<file path="src/rtl/hexfwd_pkg.sv">
package hexfwd_pkg;

    localparam int NDIR = 6;

    typedef enum logic [2:0] {
        DIR_BELOW = 3'd0,
        DIR_NW    = 3'd1,
        DIR_N     = 3'd2,
        DIR_NE    = 3'd3,
        DIR_SE    = 3'd4,
        DIR_S     = 3'd5,
        DIR_SW    = 3'd6,
        DIR_BAD   = 3'd7
    } dir_e;

    typedef struct packed {
        logic [NDIR-1:0] links;
        logic [NDIR-1:0] detour;
    } fanout_t;

    // add one outgoing link (code 1..6) with the given detour bit
    function automatic fanout_t add_link(fanout_t f, int code, logic det);
        fanout_t r;
        r = f;
        r.links[code-1]  = 1'b1;
        r.detour[code-1] = det;
        return r;
    endfunction

    function automatic fanout_t route_of(dir_e d, logic det_in,
                                         logic top_b, logic bot_b);
        fanout_t f;
        logic    edge_b;
        f      = '0;
        edge_b = top_b | bot_b;
        if (d == DIR_BELOW) begin
            f.links = '1;
        end else if (d == DIR_BAD) begin
            f = '0;
        end else if (!det_in) begin
            case (d)
                DIR_NW: begin
                    f = add_link(f, 1, 1'b0);
                    if (edge_b) f = add_link(f, 6, 1'b0);
                end
                DIR_N: begin
                    f = add_link(f, 1, 1'b1);
                    f = add_link(f, 2, 1'b0);
                    f = add_link(f, 3, 1'b1);
                end
                DIR_NE: begin
                    f = add_link(f, 3, 1'b0);
                    f = add_link(f, 4, 1'b1);
                end
                DIR_SE: begin
                    f = add_link(f, 4, 1'b0);
                    if (edge_b) f = add_link(f, 3, 1'b0);
                end
                DIR_S: begin
                    f = add_link(f, 4, 1'b1);
                    f = add_link(f, 5, 1'b0);
                    f = add_link(f, 6, 1'b1);
                end
                default: begin
                    f = add_link(f, 6, 1'b0);
                    f = add_link(f, 1, 1'b1);
                end
            endcase
        end else if (d == DIR_SE && top_b) begin
            f = add_link(f, 3, 1'b0);
        end else if (d == DIR_NW && bot_b) begin
            f = add_link(f, 1, 1'b1);
            f = add_link(f, 3, 1'b0);
            f = add_link(f, 4, 1'b0);
            f = add_link(f, 6, 1'b0);
        end else begin
            f = add_link(f, int'(d), 1'b1);
        end
        return f;
    endfunction

endpackage

</file>
<file path="src/rtl/hexfwd_queue.sv">
module hexfwd_queue #(
    parameter int DEPTH = 4,
    parameter int W     = 8
) (
    input  logic         clk,
    input  logic         rst,
    input  logic         clr,
    input  logic         wr_en,
    input  logic [W-1:0] wr_word,
    input  logic         rd_en,
    output logic [W-1:0] head_word,
    output logic         full,
    output logic         empty
);
    localparam int AW = (DEPTH > 1) ? $clog2(DEPTH) : 1;

    logic [W-1:0] slots [DEPTH];
    logic [AW:0]  wptr, rptr;
    logic         do_wr, do_rd;

    assign full  = (wptr[AW] != rptr[AW]) && (wptr[AW-1:0] == rptr[AW-1:0]);
    assign empty = (wptr == rptr);
    assign do_wr = wr_en && !full && !clr;
    assign do_rd = rd_en && !empty && !clr;
    assign head_word = slots[rptr[AW-1:0]];

    always_ff @(posedge clk) begin
        if (rst || clr) begin
            wptr <= '0;
            rptr <= '0;
        end else begin
            if (do_wr) wptr <= wptr + 1'b1;
            if (do_rd) rptr <= rptr + 1'b1;
        end
    end

    always_ff @(posedge clk) begin
        if (do_wr) slots[wptr[AW-1:0]] <= wr_word;
    end

endmodule

</file>
<file path="src/rtl/hexfwd_route.sv">
module hexfwd_route
    import hexfwd_pkg::*;
(
    input  logic [2:0]      dir_code,
    input  logic            det_in,
    input  logic            upper_b,
    input  logic            lower_b,
    output logic [NDIR-1:0] links,
    output logic [NDIR-1:0] link_det
);
    fanout_t fo;

    always_comb begin
        fo       = route_of(dir_e'(dir_code), det_in, upper_b, lower_b);
        links    = fo.links;
        link_det = fo.detour;
    end

endmodule

</file>
<file path="src/rtl/hexfwd_tracker.sv">
module hexfwd_tracker
    import hexfwd_pkg::*;
(
    input  logic            clk,
    input  logic            rst,
    input  logic            clr,
    input  logic            have_head,
    input  logic [NDIR-1:0] owed,
    input  logic [NDIR-1:0] ack,
    output logic [NDIR-1:0] req,
    output logic            release_head,
    output logic            any_owed
);
    logic [NDIR-1:0] served_q;
    logic [NDIR-1:0] served_now;
    logic [NDIR-1:0] left_after;

    assign req          = have_head ? (owed & ~served_q) : '0;
    assign served_now   = ack & req;
    assign left_after   = owed & ~(served_q | served_now);
    assign release_head = have_head && (left_after == '0) && !clr;
    assign any_owed     = |req;

    always_ff @(posedge clk) begin
        if (rst || clr || release_head) served_q <= '0;
        else                            served_q <= served_q | served_now;
    end

endmodule

</file>
<file path="src/rtl/hexfwd_outbuf.sv">
module hexfwd_outbuf
    import hexfwd_pkg::*;
#(
    parameter int DEPTH  = 4,
    parameter int ID_W   = 8,
    parameter int DATA_W = 32
) (
    input  logic              clk,
    input  logic              rst,
    input  logic              push_valid,
    input  logic [ID_W-1:0]   push_origin,
    input  logic [2:0]        push_dir,
    input  logic              push_detour,
    input  logic [DATA_W-1:0] push_data,
    input  logic              clear_q,
    input  logic              upper_border,
    input  logic              lower_border,
    input  logic [5:0]        send_ack,
    output logic              full,
    output logic              empty,
    output logic [5:0]        send_req,
    output logic [5:0]        send_detour,
    output logic [ID_W-1:0]   send_origin,
    output logic [DATA_W-1:0] send_data,
    output logic              pending
);
    localparam int PW = ID_W + 3 + 1 + DATA_W;

    logic [PW-1:0]     in_word, hd_word;
    logic [ID_W-1:0]   hd_origin;
    logic [2:0]        hd_dir;
    logic              hd_det;
    logic [DATA_W-1:0] hd_data;
    logic [NDIR-1:0]   owed_links, owed_det;
    logic              pop_w, empty_w;

    assign in_word = {push_origin, push_dir, push_detour, push_data};
    assign {hd_origin, hd_dir, hd_det, hd_data} = hd_word;

    hexfwd_queue #(.DEPTH(DEPTH), .W(PW)) u_queue (
        .clk(clk), .rst(rst), .clr(clear_q),
        .wr_en(push_valid), .wr_word(in_word),
        .rd_en(pop_w), .head_word(hd_word),
        .full(full), .empty(empty_w)
    );

    hexfwd_route u_route (
        .dir_code(hd_dir), .det_in(hd_det),
        .upper_b(upper_border), .lower_b(lower_border),
        .links(owed_links), .link_det(owed_det)
    );

    hexfwd_tracker u_track (
        .clk(clk), .rst(rst), .clr(clear_q),
        .have_head(!empty_w), .owed(owed_links), .ack(send_ack),
        .req(send_req), .release_head(pop_w), .any_owed(pending)
    );

    assign empty       = empty_w;
    assign send_detour = owed_det;
    assign send_origin = hd_origin;
    assign send_data   = hd_data;

endmodule

</file>
<file path="config.mk">
export PLATFORM = sky130hd
export DESIGN_NAME = hexfwd_outbuf
export DESIGN_NICKNAME = d
export VERILOG_FILES = /design/src/rtl/hexfwd_pkg.sv /design/src/rtl/hexfwd_queue.sv /design/src/rtl/hexfwd_route.sv /design/src/rtl/hexfwd_tracker.sv /design/src/rtl/hexfwd_outbuf.sv
export SDC_FILE = /design/constraint.sdc
export NUM_CORES = 1
export LEC_CHECK = 0
export ABC_AREA = 1
export BUFFER_PORTS_ARGS = -buffer_cell sky130_fd_sc_hd__buf_4
export CAP_MARGIN = 20
export CORE_ASPECT_RATIO = 0.5
export CORE_UTILIZATION = 35
export DETAILED_ROUTE_END_ITERATION = 10
export PLACE_DENSITY = 0.5
export SLEW_MARGIN = 40
export SYNTH_ARGS = -nofsm -noshare
export SYNTH_HDL_FRONTEND = slang
export SYNTH_SLANG_ARGS = --single-unit
</file>
<file path="constraint.sdc">
create_clock -name clk -period 4.9 [get_ports clk]
set_input_delay 0.98 -clock clk [delete_from_list [all_inputs] [get_ports clk]]
set_output_delay 0.98 -clock clk [all_outputs]
set_load 0.05 [all_outputs]
</file>
==> results of run 1 <==
## kinds of logic (layout without fill, tap and decap cells)
family,after synthesis,after routing,share of synthesized area
XOR/XNOR,3,3,0.00331
AND/OR/NAND/NOR,229,229,0.130
buffers and inverters,81,205,0.0425
flip-flops,190,190,0.700
AO/OA/AOI/OAI,150,150,0.107
adder cells (fa/ha/maj),11,11,0.0173
## synth_stat cells, types with 11 or more instances
master	count
clkbuf_1	24
ha_1	11
a21oi_1	14
o21ai_0	84
nand3_1	22
inv_1	46
edfxtp_1	176
nand2_1	73
nor2_1	103
dfxtp_1	14
o22ai_1	40
## worst register-to-register path, stage by stage, from the launching register on
cell and delay [ns]:
dfxtp_2 0.42, buf_4 0.37, nand2_1 0.12, nand3_2 0.12, nand2_4 0.11, inv_1 0.08, ha_1 0.22, nand2_1 0.18
nand4_1 0.16, nand2_1 0.06, inv_1 0.06, nand2_1 0.07, nand3_1 0.07, nand2_1 0.09, o211ai_2 0.11, nand2_2 0.13
nor2_2 0.17, nand2_1 0.06, nand2_1 0.09, nor2_1 0.06
## worst paths after layout
path | from | endpoint | slack, ns | cells after the start
min | u_track.served_q[4] | u_track.served_q[4] | 0.48 | 2
max | register | pending | 0.68 | 19
min reg2reg | u_track.served_q[4] | u_track.served_q[4] | 0.48 | 2
max reg2reg | register | register | 2.04 | 19
## metrics by stage
| step | area [um^2] | worst slack, ns | utilization | std cells | hold WS (ns) |
|---|---|---|---|---|---|
| floorplan | 7950 | 0.668 | - | 664 | 0.452 |
| global placement | 9120 | 1.22 | 0.415 | 1055 | 0.467 |
| detailed placement | 9130 | 1.12 | 0.416 | 1056 | 0.475 |
| CTS | 9740 | 0.652 | 0.443 | 1088 | 0.485 |
| global route | 9740 | 0.352 | 0.443 | 1088 | 0.520 |
| finish | 9740 | 0.682 | 0.443 | 1088 | 0.482 |
## routing by layer
metal | vias up | GRT usage
met2 | 79 | 0.263
met4 | 0 | 0.0410
met1 | 2549 | 0.201
met5 | - | 0
li1 | 2580 | -
met3 | 9 | 0.0315
## layout by cell type (no fill, tap or decap), drive strengths merged, types with 7 or more instances in the layout
cell and count:
nand4 7, a21oi 14, ha 11, edfxtp 176, buf 121, nor2 107
nand2 81, inv 58, o21ai 86, dfxtp 14, clkbuf 19, nand3 29
o22ai 40
## registers in the layout, indices dropped and copies added (netlist names), named ones only
| signal | flops |
|---|---|
| u_queue.wptr | 3 |
| u_queue.slots | 176 |
| u_queue.rptr | 3 |
| u_track.served_q | 6 |
## area by class of cell
| class | count | area, um^2 |
|---|---|---|
| Tap cell | 300 | 375 |
| Clock inverter | 13 | 176 |
| Inverter | 52 | 198 |
| Multi-Input combinational cell | 393 | 2070 |
| Sequential cell | 190 | 5570 |
| Clock buffer | 19 | 433 |
| Fill cell | 2030 | 12200 |
| Timing Repair Buffer | 121 | 916 |
## power groups by stage
stage	Combinational (uW)	Clock [uW]	Sequential [uW]
detailed placement	308	0	1840
global placement	308	0	1840
floorplan	185	0	1840
global route	330	1530	1810
finish	306	1430	1810
CTS	309	1460	1810
==> results by group, run 1 <==
Clock tree
  • Clk slew on worst S/H paths: 0.07 ns
  • H-tree levels: 4
  • Post-CTS sizing: 0
  • Clk sinks: 190
  • CTS Buffer Depth: 2
  • Setup Fix Bufs, Post-CTS: 0
  • Total CTS buffers: 17
  • CTS tree: yes
  • Post-CTS Hold Fix Bufs: 0
  • Clk Latency, worst-skew pair: ~0.42 ns
  • Root Driver: clkbuf_16

Global routing
  • Vias in the first global route: 5005
  • Antenna violations before repair: 0
  • First-pass GRT wire length: 27.4 mm
  • Gr usage total: 0.154
  • Largest net degree at the start of global routing: 65
  • GR Overflow Total: 0

Routing
  • Met1 Wirelength: 8.41 mm
  • DRC: 0
  • Final ANT Viol Nets: 0
  • Max Used Layer: met4
  • Drt pass-1 iters: 5
  • Initial DRC Count: 307
  • Routed WL per cell: 16.2 um
  • Vias per cell: 4.80
  • Vias: between 5000 and 6000
  • DR WL met3: approximately 500 um
  • Met2 wire len: 8.59 mm
  • Final WL: 17.6 mm

Worst setup path
  • Setup CP Type: register to primary output
  • Critical path buffer and inverter count: 3
  • Crit-path slowest cell: dfxtp_2
  • CP most frequent cell: nand2_1
  • CP arrival: 3.24 ns
  • CP top delay family: simple AND/OR/NAND/NOR gates
  • Slowest stage delay, CP: 0.37 ns
  • Worst Path Required: 3.92 ns
  • Crit-path cells: inv_4 > nand2_1 > nand3_2 > nand2_2 > ha_1 > ha_1 > nand2_1 > a21oi_1 > inv_1 > nor2_1 > nand3_2 > nand2_1 > nand2_1 > nand2_1 > nand2_1 > nor2_1 > nor3_1 > nand4_1 > buf_4
  • Setup crit end kind: primary output
  • Critical Path Fanout Max: 26
  • Crit path launch type: register

Timing
  • Setup-failing EPs final: 0
  • Final setup skew: 0.00741 ns
  • Slew Viols, Final: 0
  • RSZ-0062 raised after global routing: false
  • Slew @ Worst Pin: 0.741 ns
  • Fmax achieved: 0.237 GHz
  • Crit share post-route: 0.861
  • Setup TNS: 0 ns
  • Post-route minimum period: 4.22 ns
  • Final Hold Viols: 0
  • Max_slew headroom: 0.506

Flow run
  • Max-Cap Viols: 0

Floorplanning
  • Die height: 109 um
  • Core footprint: ~22000 um^2
  • Full die area: approximately 23000 um^2
  • Num ports: 111
  • DIE WIDTH: 215 um
  • Row count: 38
  • Initial core utilization: 0.362

Synthesis
  • Post-Syn Area per Cell: roughly 12 um^2
  • Seq cells post-synth: 190
  • Synth Instances: 664
  • Post-synth EDFFs: 176
  • Synth cell types: 38
  • Post-Synthesis Cell Area: 7950 um^2
  • Area contributors post-synth: edfxtp_1 (66%), o21ai_0 (5.3%), nor2_1 (4.9%)
  • Synth Net Count: between 700 and 800
  • Synth async-reset ratio: 0
  • Top cell type's share of synthesized area: 0.665
  • Yosys warning count: 0
  • Post-synthesis sequential area ratio: 0.700
  • Main synth FF type: edfxtp_1
  • Post-synth top area cell: edfxtp_1

Power
  • P_leak: 0.00367 uW
  • Clock network power share: 0.404
  • VDD IR max: approximately 0.20 mV
  • Switching part of the total power: 0.233
  • Net load switching power: 825 uW
  • Pwr dens: ~360 nW/um^2
  • Sequential share of power: 0.510
  • Comb pwr share: 0.086
  • Total Power: roughly 3500 uW
  • Internal: 2720 uW

Finish
  • Share of cells above drive strength 1: 0.239
  • Layout area overhead: 22.6%
  • ANT cells: 0
  • Final net count: 842

Placed design
  • Hpwl dp: 10.6 mm
  • RePlAce Congestion: 0.855
  • PortBufs: 110

Run status
  • Outcome: complete, no violations

Min path
  • Type of the tightest min-delay check: register to register
(Power assumes the default switching activity.)
==> inputs of run 2 (changes only) <==
--- a/config.mk
+++ b/config.mk
@@ -8,10 +8,12 @@
 export ABC_AREA = 1
 export BUFFER_PORTS_ARGS = -buffer_cell sky130_fd_sc_hd__buf_4
 export CAP_MARGIN = 20
-export CORE_ASPECT_RATIO = 0.5
+export CELL_PAD_IN_SITES_DETAIL_PLACEMENT = 1
+export CELL_PAD_IN_SITES_GLOBAL_PLACEMENT = 1
+export CORE_ASPECT_RATIO = 0.75
 export CORE_UTILIZATION = 35
 export DETAILED_ROUTE_END_ITERATION = 10
-export PLACE_DENSITY = 0.5
+export PLACE_DENSITY = 0.6
 export SLEW_MARGIN = 40
 export SYNTH_ARGS = -nofsm -noshare
 export SYNTH_HDL_FRONTEND = slang
==> run 2 against run 1 <==
Effect of this change:
- sequential cell count unchanged
- sequential power about the same
- maximum frequency shrank 6.8%
- global-route usage rose by 2.1 points
- non-clock buffer count decreased by 1
- critical path type unchanged
- highest routed layer unchanged
==> results by group, run 2 (synthesis results as in run 1) <==
Min path
  • Type of the tightest min-delay check: register to register (unchanged)

Finish
  • Fin util: 0.435 (was 0.443)
  • Final net count: 841 (was 842)
  • Most frequent cells in the layout: edfxtp_1 (176), buf_4 (118), nor2_1 (99) (was edfxtp_1 (176), buf_4 (120), nor2_1 (99))
  • Design area: 9650 um^2 (was 9740 um^2)
  • Layout area overhead: 21.5% (was 22.6%)
  • Commonest non-fill, non-tap cell in the layout: edfxtp_1 (unchanged)
  • ANT cells: 0 (unchanged)
  • Layout filler cell count: 2377 (was 2030)
  • Number of flip-flops in the largest register: 176 (unchanged)
  • Share of cells above drive strength 1: 0.234 (was 0.239)

Worst setup path
  • CP top delay family: simple AND/OR/NAND/NOR gates (unchanged)
  • Setup crit end kind: primary output (unchanged)
  • Slowest stage delay, CP: 0.46 ns (was 0.37 ns)
  • Crit-path slowest cell: dfxtp_4 (was dfxtp_2)
  • Setup CP Type: register to primary output (unchanged)
  • CP arrival: 3.54 ns (was 3.24 ns)
  • Crit-path cells: inv_4 > nand2_1 > nand3_1 > nand2_2 > ha_1 > ha_1 > nand2_1 > a21oi_1 > inv_1 > nor2_1 > nand3_2 > nand2_1 > nand2_1 > nand2_1 > nand2_1 > nor2_1 > nor3_1 > nand4_1 > buf_4 (was inv_4 > nand2_1 > nand3_2 > nand2_2 > ha_1 > ha_1 > nand2_1 > a21oi_1 > inv_1 > nor2_1 > nand3_2 > nand2_1 > nand2_1 > nand2_1 > nand2_1 > nor2_1 > nor3_1 > nand4_1 > buf_4)
  • CP most frequent cell: nand2_1 (unchanged)
  • Crit path launch type: register (unchanged)
  • Worst Path Required: 3.92 ns (about the same)
  • Critical path buffer and inverter count: 3 (unchanged)
  • Critical Path Fanout Max: 41 (was 26)

Timing
  • Hold_ws: 0.488 ns (was 0.482 ns)
  • Crit share post-route: 0.923 (was 0.861)
  • Slew Viols, Final: 0 (unchanged)
  • Slew @ Worst Pin: 0.747 ns (was 0.741 ns)
  • RSZ-0062 raised after global routing: false (unchanged)
  • Post-route minimum period: 4.52 ns (was 4.22 ns)
  • Max_slew headroom: 0.502 (was 0.506)
  • Final Hold Viols: 0 (unchanged)
  • Fmax achieved: 0.221 GHz (was 0.237 GHz)
  • Final WS setup: 0.375 ns (was 0.682 ns)
  • Final setup skew: 0.0107 ns (was 0.00741 ns)
  • Setup TNS: 0 ns (unchanged)
  • Setup-failing EPs final: 0 (unchanged)

Routing
  • Met1 Wirelength: 8.91 mm (was 8.41 mm)
  • Final WL: 19.6 mm (was 17.6 mm)
  • Met2 wire len: 9.65 mm (was 8.59 mm)
  • Drt pass-1 iters: 4 (was 5)
  • Final ANT Viol Nets: 0 (unchanged)
  • Routed WL per cell: 18.2 um (was 16.2 um)
  • Vias per cell: 4.97 (was 4.80)
  • DRC: 0 (unchanged)
  • Vias: 5369 (was 5217)
  • Max Used Layer: met4 (unchanged)
  • DR WL met3: 876 um (was 502 um)
  • Initial DRC Count: 297 (was 307)

Global routing
  • GR Overflow Total: 0 (unchanged)
  • Vias in the first global route: 5646 (was 5005)
  • Antenna violations before repair: 0 (unchanged)
  • Largest net degree at the start of global routing: 56 (was 65)
  • First-pass GRT wire length: 30.8 mm (was 27.4 mm)
  • Gr usage total: 0.175 (was 0.154)

Placed design
  • Hpwl dp: 12.5 mm (was 10.6 mm)
  • RePlAce Congestion: 0.804 (was 0.855)
  • Cell Area, Placed: 9120 um^2 (was 9130 um^2)
  • Dpl ws: 0.696 ns (was 1.12 ns)
  • PortBufs: 110 (unchanged)

Power
  • Internal: 2590 uW (was 2720 uW)
  • Switching part of the total power: 0.236 (was 0.233)
  • P_leak: 0.00361 uW (was 0.00367 uW)
  • Comb pwr share: 0.092 (was 0.086)
  • Net load switching power: 803 uW (was 825 uW)
  • Pwr dens: 352 nW/um^2 (was 364 nW/um^2)
  • Clock network power share: 0.376 (was 0.404)
  • VDD IR max: 0.202 mV (was 0.196 mV)
  • Sequential share of power: 0.532 (was 0.510)

Floorplanning
  • Full die area: 23300 um^2 (was 23400 um^2)
  • Num ports: 111 (unchanged)
  • Row count: 47 (was 38)
  • DIE WIDTH: 176 um (was 215 um)
  • Die height: 133 um (was 109 um)
  • Initial core utilization: 0.358 (was 0.362)
  • Core footprint: 22200 um^2 (was 22000 um^2)

Clock tree
  • CTS Buffer Depth: 2 (unchanged)
  • Setup Fix Bufs, Post-CTS: 0 (unchanged)
  • CTS tree: yes (unchanged)
  • Root Driver: clkbuf_16 (unchanged)
  • Clk sinks: 190 (unchanged)
  • Clk Latency, worst-skew pair: 0.43 ns (was 0.42 ns)
  • H-tree levels: 4 (unchanged)
  • Clk slew on worst S/H paths: 0.07 ns (about the same)
  • Total CTS buffers: 17 (unchanged)

Run status
  • Outcome: complete, no violations (unchanged)

Flow run
  • Max-Cap Viols: 0 (unchanged)
-- run 2: layout make-up --
class	count	area, um^2	share of cell area
Tap cell	294	368	0.0381
Clock inverter	10	91.3	0.00946
Sequential cell	190	5570	0.577
Timing Repair Buffer	120	912	0.0945
Multi-Input combinational cell	393	2070	0.215
Inverter	52	198	0.0205
Clock buffer	21	440	0.0456
-- run 2: metrics by stage --
stage / total power, uW / std cells
after floorplan: 2030 / 664
after global placement: 2150 / 1048
after detailed placement: 2160 / 1049
after CTS: 3430 / 1080
after global routing: 3520 / 1080
final: 3400 / 1080
-- run 2: final timing paths --
path              depth (start not counted)                 from                  end  slack, ns
setup / recovery                         19             register              pending       0.38
hold / removal                            2  u_track.served_q[0]  u_track.served_q[0]       0.49
setup reg to reg                         20             register             register       1.57
hold reg to reg                           2  u_track.served_q[0]  u_track.served_q[0]       0.49
-- run 2: power by group through the flow --
stage / clock, uW / sequential [uW] / combinational (uW)
finish: 1280 / 1810 / 312
global route: 1370 / 1810 / 335
CTS: 1310 / 1810 / 315
detailed placement: 0 / 1840 / 314
global placement: 0 / 1840 / 308
floorplan: 0 / 1840 / 185
-- run 2: layer usage --
layer  GRT usage  up-vias
li1            -     2580
met2       0.290      105
met1       0.227     2672
met4      0.0459        0
met3      0.0460       12
met5           0        -
-- run 2: what timing repair did --
| item | 4_1_cts | 5_1_grt |
|---|---|---|
| hold buffers | 0 | 0 |
| resized for setup | 0 | 1 |
| endpoints found under the setup margin | 0 | 1 |
-- run 2: worst reg2reg max path, cell delays in order (launching register included) --
cell      delay (ns)
dfxtp_4         0.46
inv_4           0.37
nand2_1         0.14
nand3_1         0.13
nand2_2         0.13
ha_1            0.23
ha_1            0.30
nand2_1         0.05
a21oi_1         0.18
inv_1           0.06
nor2_1          0.13
nand3_2         0.11
nand2_1         0.07
nand2_1         0.05
nand2_1         0.09
o211ai_2        0.14
nand4_4         0.14
nor2_2          0.06
nand2_1         0.06
nand2_1         0.07
nor2_1          0.22
==> inputs of run 3 (changes only) <==
--- a/config.mk
+++ b/config.mk
@@ -5,16 +5,15 @@
 export SDC_FILE = /design/constraint.sdc
 export NUM_CORES = 1
 export LEC_CHECK = 0
-export ABC_AREA = 1
+export ABC_AREA = 0
 export BUFFER_PORTS_ARGS = -buffer_cell sky130_fd_sc_hd__buf_4
 export CAP_MARGIN = 20
-export CELL_PAD_IN_SITES_DETAIL_PLACEMENT = 1
-export CELL_PAD_IN_SITES_GLOBAL_PLACEMENT = 1
 export CORE_ASPECT_RATIO = 0.75
 export CORE_UTILIZATION = 35
 export DETAILED_ROUTE_END_ITERATION = 10
-export PLACE_DENSITY = 0.6
+export PLACE_DENSITY = 0.5
 export SLEW_MARGIN = 40
 export SYNTH_ARGS = -nofsm -noshare
 export SYNTH_HDL_FRONTEND = slang
 export SYNTH_SLANG_ARGS = --single-unit
+export TNS_END_PERCENT = 20
==> run 3 against run 2 <==
Effect of this change:
- maximum frequency decreased by 1.7%
- core utilization increased by 0.95 points
- design area decreased by 1.6%
- largest power group unchanged
==> results by group, run 3 <==
Run status
  • Outcome: complete, no violations (unchanged)

Floorplanning
  • Core footprint: 21400 um^2 (was 22200 um^2)
  • Initial core utilization: 0.360 (was 0.358)
  • Die height: 130 um (was 133 um)
  • Num ports: 111 (unchanged)
  • DIE WIDTH: 173 um (was 176 um)
  • Full die area: 22600 um^2 (was 23300 um^2)
  • Row count: 46 (was 47)

Synthesis
  • Synth Net Count: 476 (was 731)
  • Synth async-reset ratio: 0 (unchanged)
  • Seq cells post-synth: 190 (unchanged)
  • Main synth FF type: edfxtp_1 (unchanged)
  • Post-synth top area cell: edfxtp_1 (unchanged)
  • Top cell type's share of synthesized area: 0.688 (was 0.665)
  • Post-synth EDFFs: 176 (unchanged)
  • Synth cell count leaders: edfxtp_1 (176), mux4_2 (43), nor2_1 (33), a21oi_1 (14), dfxtp_1 (14) (was edfxtp_1 (176), nor2_1 (103), o21ai_0 (84), nand2_1 (73), inv_1 (46))
  • Synth cell types: 52 (was 38)
  • Post-Synthesis Cell Area: 7690 um^2 (was 7950 um^2)
  • Count leader, synth: edfxtp_1 (unchanged)
  • Post-synthesis sequential area ratio: 0.724 (was 0.700)
  • Synth Instances: 409 (was 664)
  • Post-Syn Area per Cell: 18.8 um^2 (was 12.0 um^2)
  • Yosys warning count: 0 (unchanged)
  • Area contributors post-synth: edfxtp_1 (69%), mux4_2 (13%), dfxtp_1 (3.6%) (was edfxtp_1 (66%), o21ai_0 (5.3%), nor2_1 (4.9%))

Worst setup path
  • Crit path launch type: register (unchanged)
  • Setup CP Type: register to primary output (unchanged)
  • Setup crit end kind: primary output (unchanged)
  • Crit-path cells: buf_4 > mux4_2 > ha_1 > a21boi_0 > a22oi_1 > a31o_2 > nor2_1 > o21ai_0 > a211oi_2 > nor2_1 > nand2_1 > buf_4 (was inv_4 > nand2_1 > nand3_1 > nand2_2 > ha_1 > ha_1 > nand2_1 > a21oi_1 > inv_1 > nor2_1 > nand3_2 > nand2_1 > nand2_1 > nand2_1 > nand2_1 > nor2_1 > nor3_1 > nand4_1 > buf_4)
  • Critical Path Fanout Max: 26 (was 41)
  • R2R Setup Slk: 1.38 ns (was 1.57 ns)
  • CP arrival: 3.62 ns (was 3.54 ns)
  • Slowest stage delay, CP: 0.45 ns (was 0.46 ns)
  • Crit-path slowest cell: mux4_2 (was dfxtp_4)
  • Worst Path Required: 3.92 ns (about the same)

Clock tree
  • Clk slew on worst S/H paths: 0.08 ns (was 0.07 ns)
  • Total CTS buffers: 17 (unchanged)
  • Clk Latency, worst-skew pair: 0.43 ns (about the same)
  • Root Driver: clkbuf_16 (unchanged)
  • CTS Buffer Depth: 2 (unchanged)
  • Clk sinks: 190 (unchanged)
  • Post-CTS sizing: 0 (unchanged)
  • Setup Fix Bufs, Post-CTS: 0 (unchanged)
  • H-tree levels: 4 (unchanged)
  • CTS tree: yes (unchanged)
  • Post-CTS Hold Fix Bufs: 0 (unchanged)

Routing
  • Vias per cell: 4.91 (was 4.97)
  • DRC: 0 (unchanged)
  • Final ANT Viol Nets: 0 (unchanged)
  • Drt pass-1 iters: 7 (was 4)
  • Initial DRC Count: 270 (was 297)
  • Routed WL per cell: 19.3 um (was 18.2 um)
  • Final WL: 16.0 mm (was 19.6 mm)
  • Vias: 4088 (was 5369)

Finish
  • Most frequent cells in the layout: edfxtp_1 (176), buf_4 (118), mux4_2 (43) (was edfxtp_1 (176), buf_4 (118), nor2_1 (99))
  • Layout area overhead: 23.6% (was 21.5%)
  • Number of flip-flops in the largest register: 176 (unchanged)
  • Share of cells above drive strength 1: 0.398 (was 0.234)
  • ANT cells: 0 (unchanged)
  • Layout filler cell count: 1874 (was 2377)
  • Final net count: 599 (was 841)
  • Commonest non-fill, non-tap cell in the layout: edfxtp_1 (unchanged)
  • Fin util: 0.445 (was 0.435)

Power
  • Clock network power share: 0.406 (was 0.376)
  • Pwr dens: 369 nW/um^2 (was 352 nW/um^2)
  • VDD IR max: 0.181 mV (was 0.202 mV)
  • Comb pwr share: 0.080 (was 0.092)
  • P_leak: 0.00322 uW (was 0.00361 uW)
  • Net load switching power: 899 uW (was 803 uW)
  • Internal: 2610 uW (was 2590 uW)
  • Switching part of the total power: 0.256 (was 0.236)
  • Sequential share of power: 0.514 (was 0.532)

Timing
  • RSZ-0062 raised after global routing: false (unchanged)
  • Final Hold Viols: 0 (unchanged)
  • Fmax achieved: 0.217 GHz (was 0.221 GHz)
  • Hold_ws: 0.515 ns (was 0.488 ns)
  • Slew Viols, Final: 0 (unchanged)
  • Max_slew headroom: 0.527 (was 0.502)
  • Setup TNS: 0 ns (unchanged)
  • Crit share post-route: 0.939 (was 0.923)
  • Final setup skew: 0.00969 ns (was 0.0107 ns)
  • Setup-failing EPs final: 0 (unchanged)
  • Slew @ Worst Pin: 0.710 ns (was 0.747 ns)
  • Post-route minimum period: 4.60 ns (was 4.52 ns)

Placed design
  • Hpwl dp: 10.4 mm (was 12.5 mm)
  • PortBufs: 110 (unchanged)
  • RePlAce Congestion: 0.862 (was 0.804)

Global routing
  • GR Overflow Total: 0 (unchanged)
  • Largest net degree at the start of global routing: 34 (was 56)
  • Vias in the first global route: 4298 (was 5646)
  • Antenna violations before repair: 0 (unchanged)
  • First-pass GRT wire length: 25.1 mm (was 30.8 mm)
  • Gr usage total: 0.152 (was 0.175)

Flow run
  • Max-Cap Viols: 0 (unchanged)

Min path
  • Type of the tightest min-delay check: register to register (unchanged)
run 3: final cells by class:
cell class              count  area, um^2  area share
inverters                  10        37.5     0.00395
clock buffers              17         425      0.0448
multi-input cells         195        2020       0.213
well taps                 288         360      0.0379
clock inverters            15         201      0.0212
flip-flops and latches    190        5570       0.586
repair buffers            118         886      0.0932
run 3: final timing paths:
check / start / to / cells after the start
max: register / pending / 12
min: u_queue.rptr[2] / u_queue.rptr[2] / 2
max reg2reg: register / u_track.served_q[1] / 11
min reg2reg: u_queue.rptr[2] / u_queue.rptr[2] / 2
run 3: cells by family after synthesis:
| logic type | count (synthesis) | synth area share |
|---|---|---|
| compound gates | 48 | 0.0490 |
| xor+xnor | 5 | 0.00570 |
| fa+ha+maj | 11 | 0.0179 |
| buf+inv | 24 | 0.0148 |
| flops | 190 | 0.724 |
| mux | 54 | 0.141 |
| simple gates | 77 | 0.0472 |
run 3: power by group through the flow:
stage          clock network (uW)  registers [uW]  logic (uW)
4_1_cts                      1460            1800         283
3_3_place_gp                    0            1840         281
3_5_place_dp                    0            1840         282
5_1_grt                      1520            1810         300
2_1_floorplan                   0            1840         168
6_report                     1420            1800         279
run 3: worst max-delay path: cells and delay by family (launching register included):
kind | cells | cell delay, ns
muxes | 1 | 0.45
adders and majority gates | 1 | 0.28
and+or+nand+nor | 3 | 0.29
buffers and inverters | 2 | 0.59
DFF | 1 | 0.41
AOI/OAI and AO/OA | 5 | 1.15
run 3: metal layers:
layer / share of wire / global-route usage / up-vias
met5: 0 / 0 / -
met4: 0.012 / 0.0531 / 0
met3: 0.053 / 0.0428 / 14
met2: 0.48 / 0.249 / 96
met1: 0.46 / 0.196 / 2076
li1: - / - / 1902
run 3: through the flow:
stage | worst slack [ns] | cells | power, uW | instance area [um^2]
final | 0.298 | 833 | 3510 | 9500
after CTS | 0.257 | 833 | 3540 | 9500
after global placement | 0.722 | 801 | 2120 | 8870
after detailed placement | 0.750 | 801 | 2120 | 8870
after global routing | 0.00678 | 833 | 3630 | 9500
after floorplan | 0.0424 | 409 | 2010 | 7690
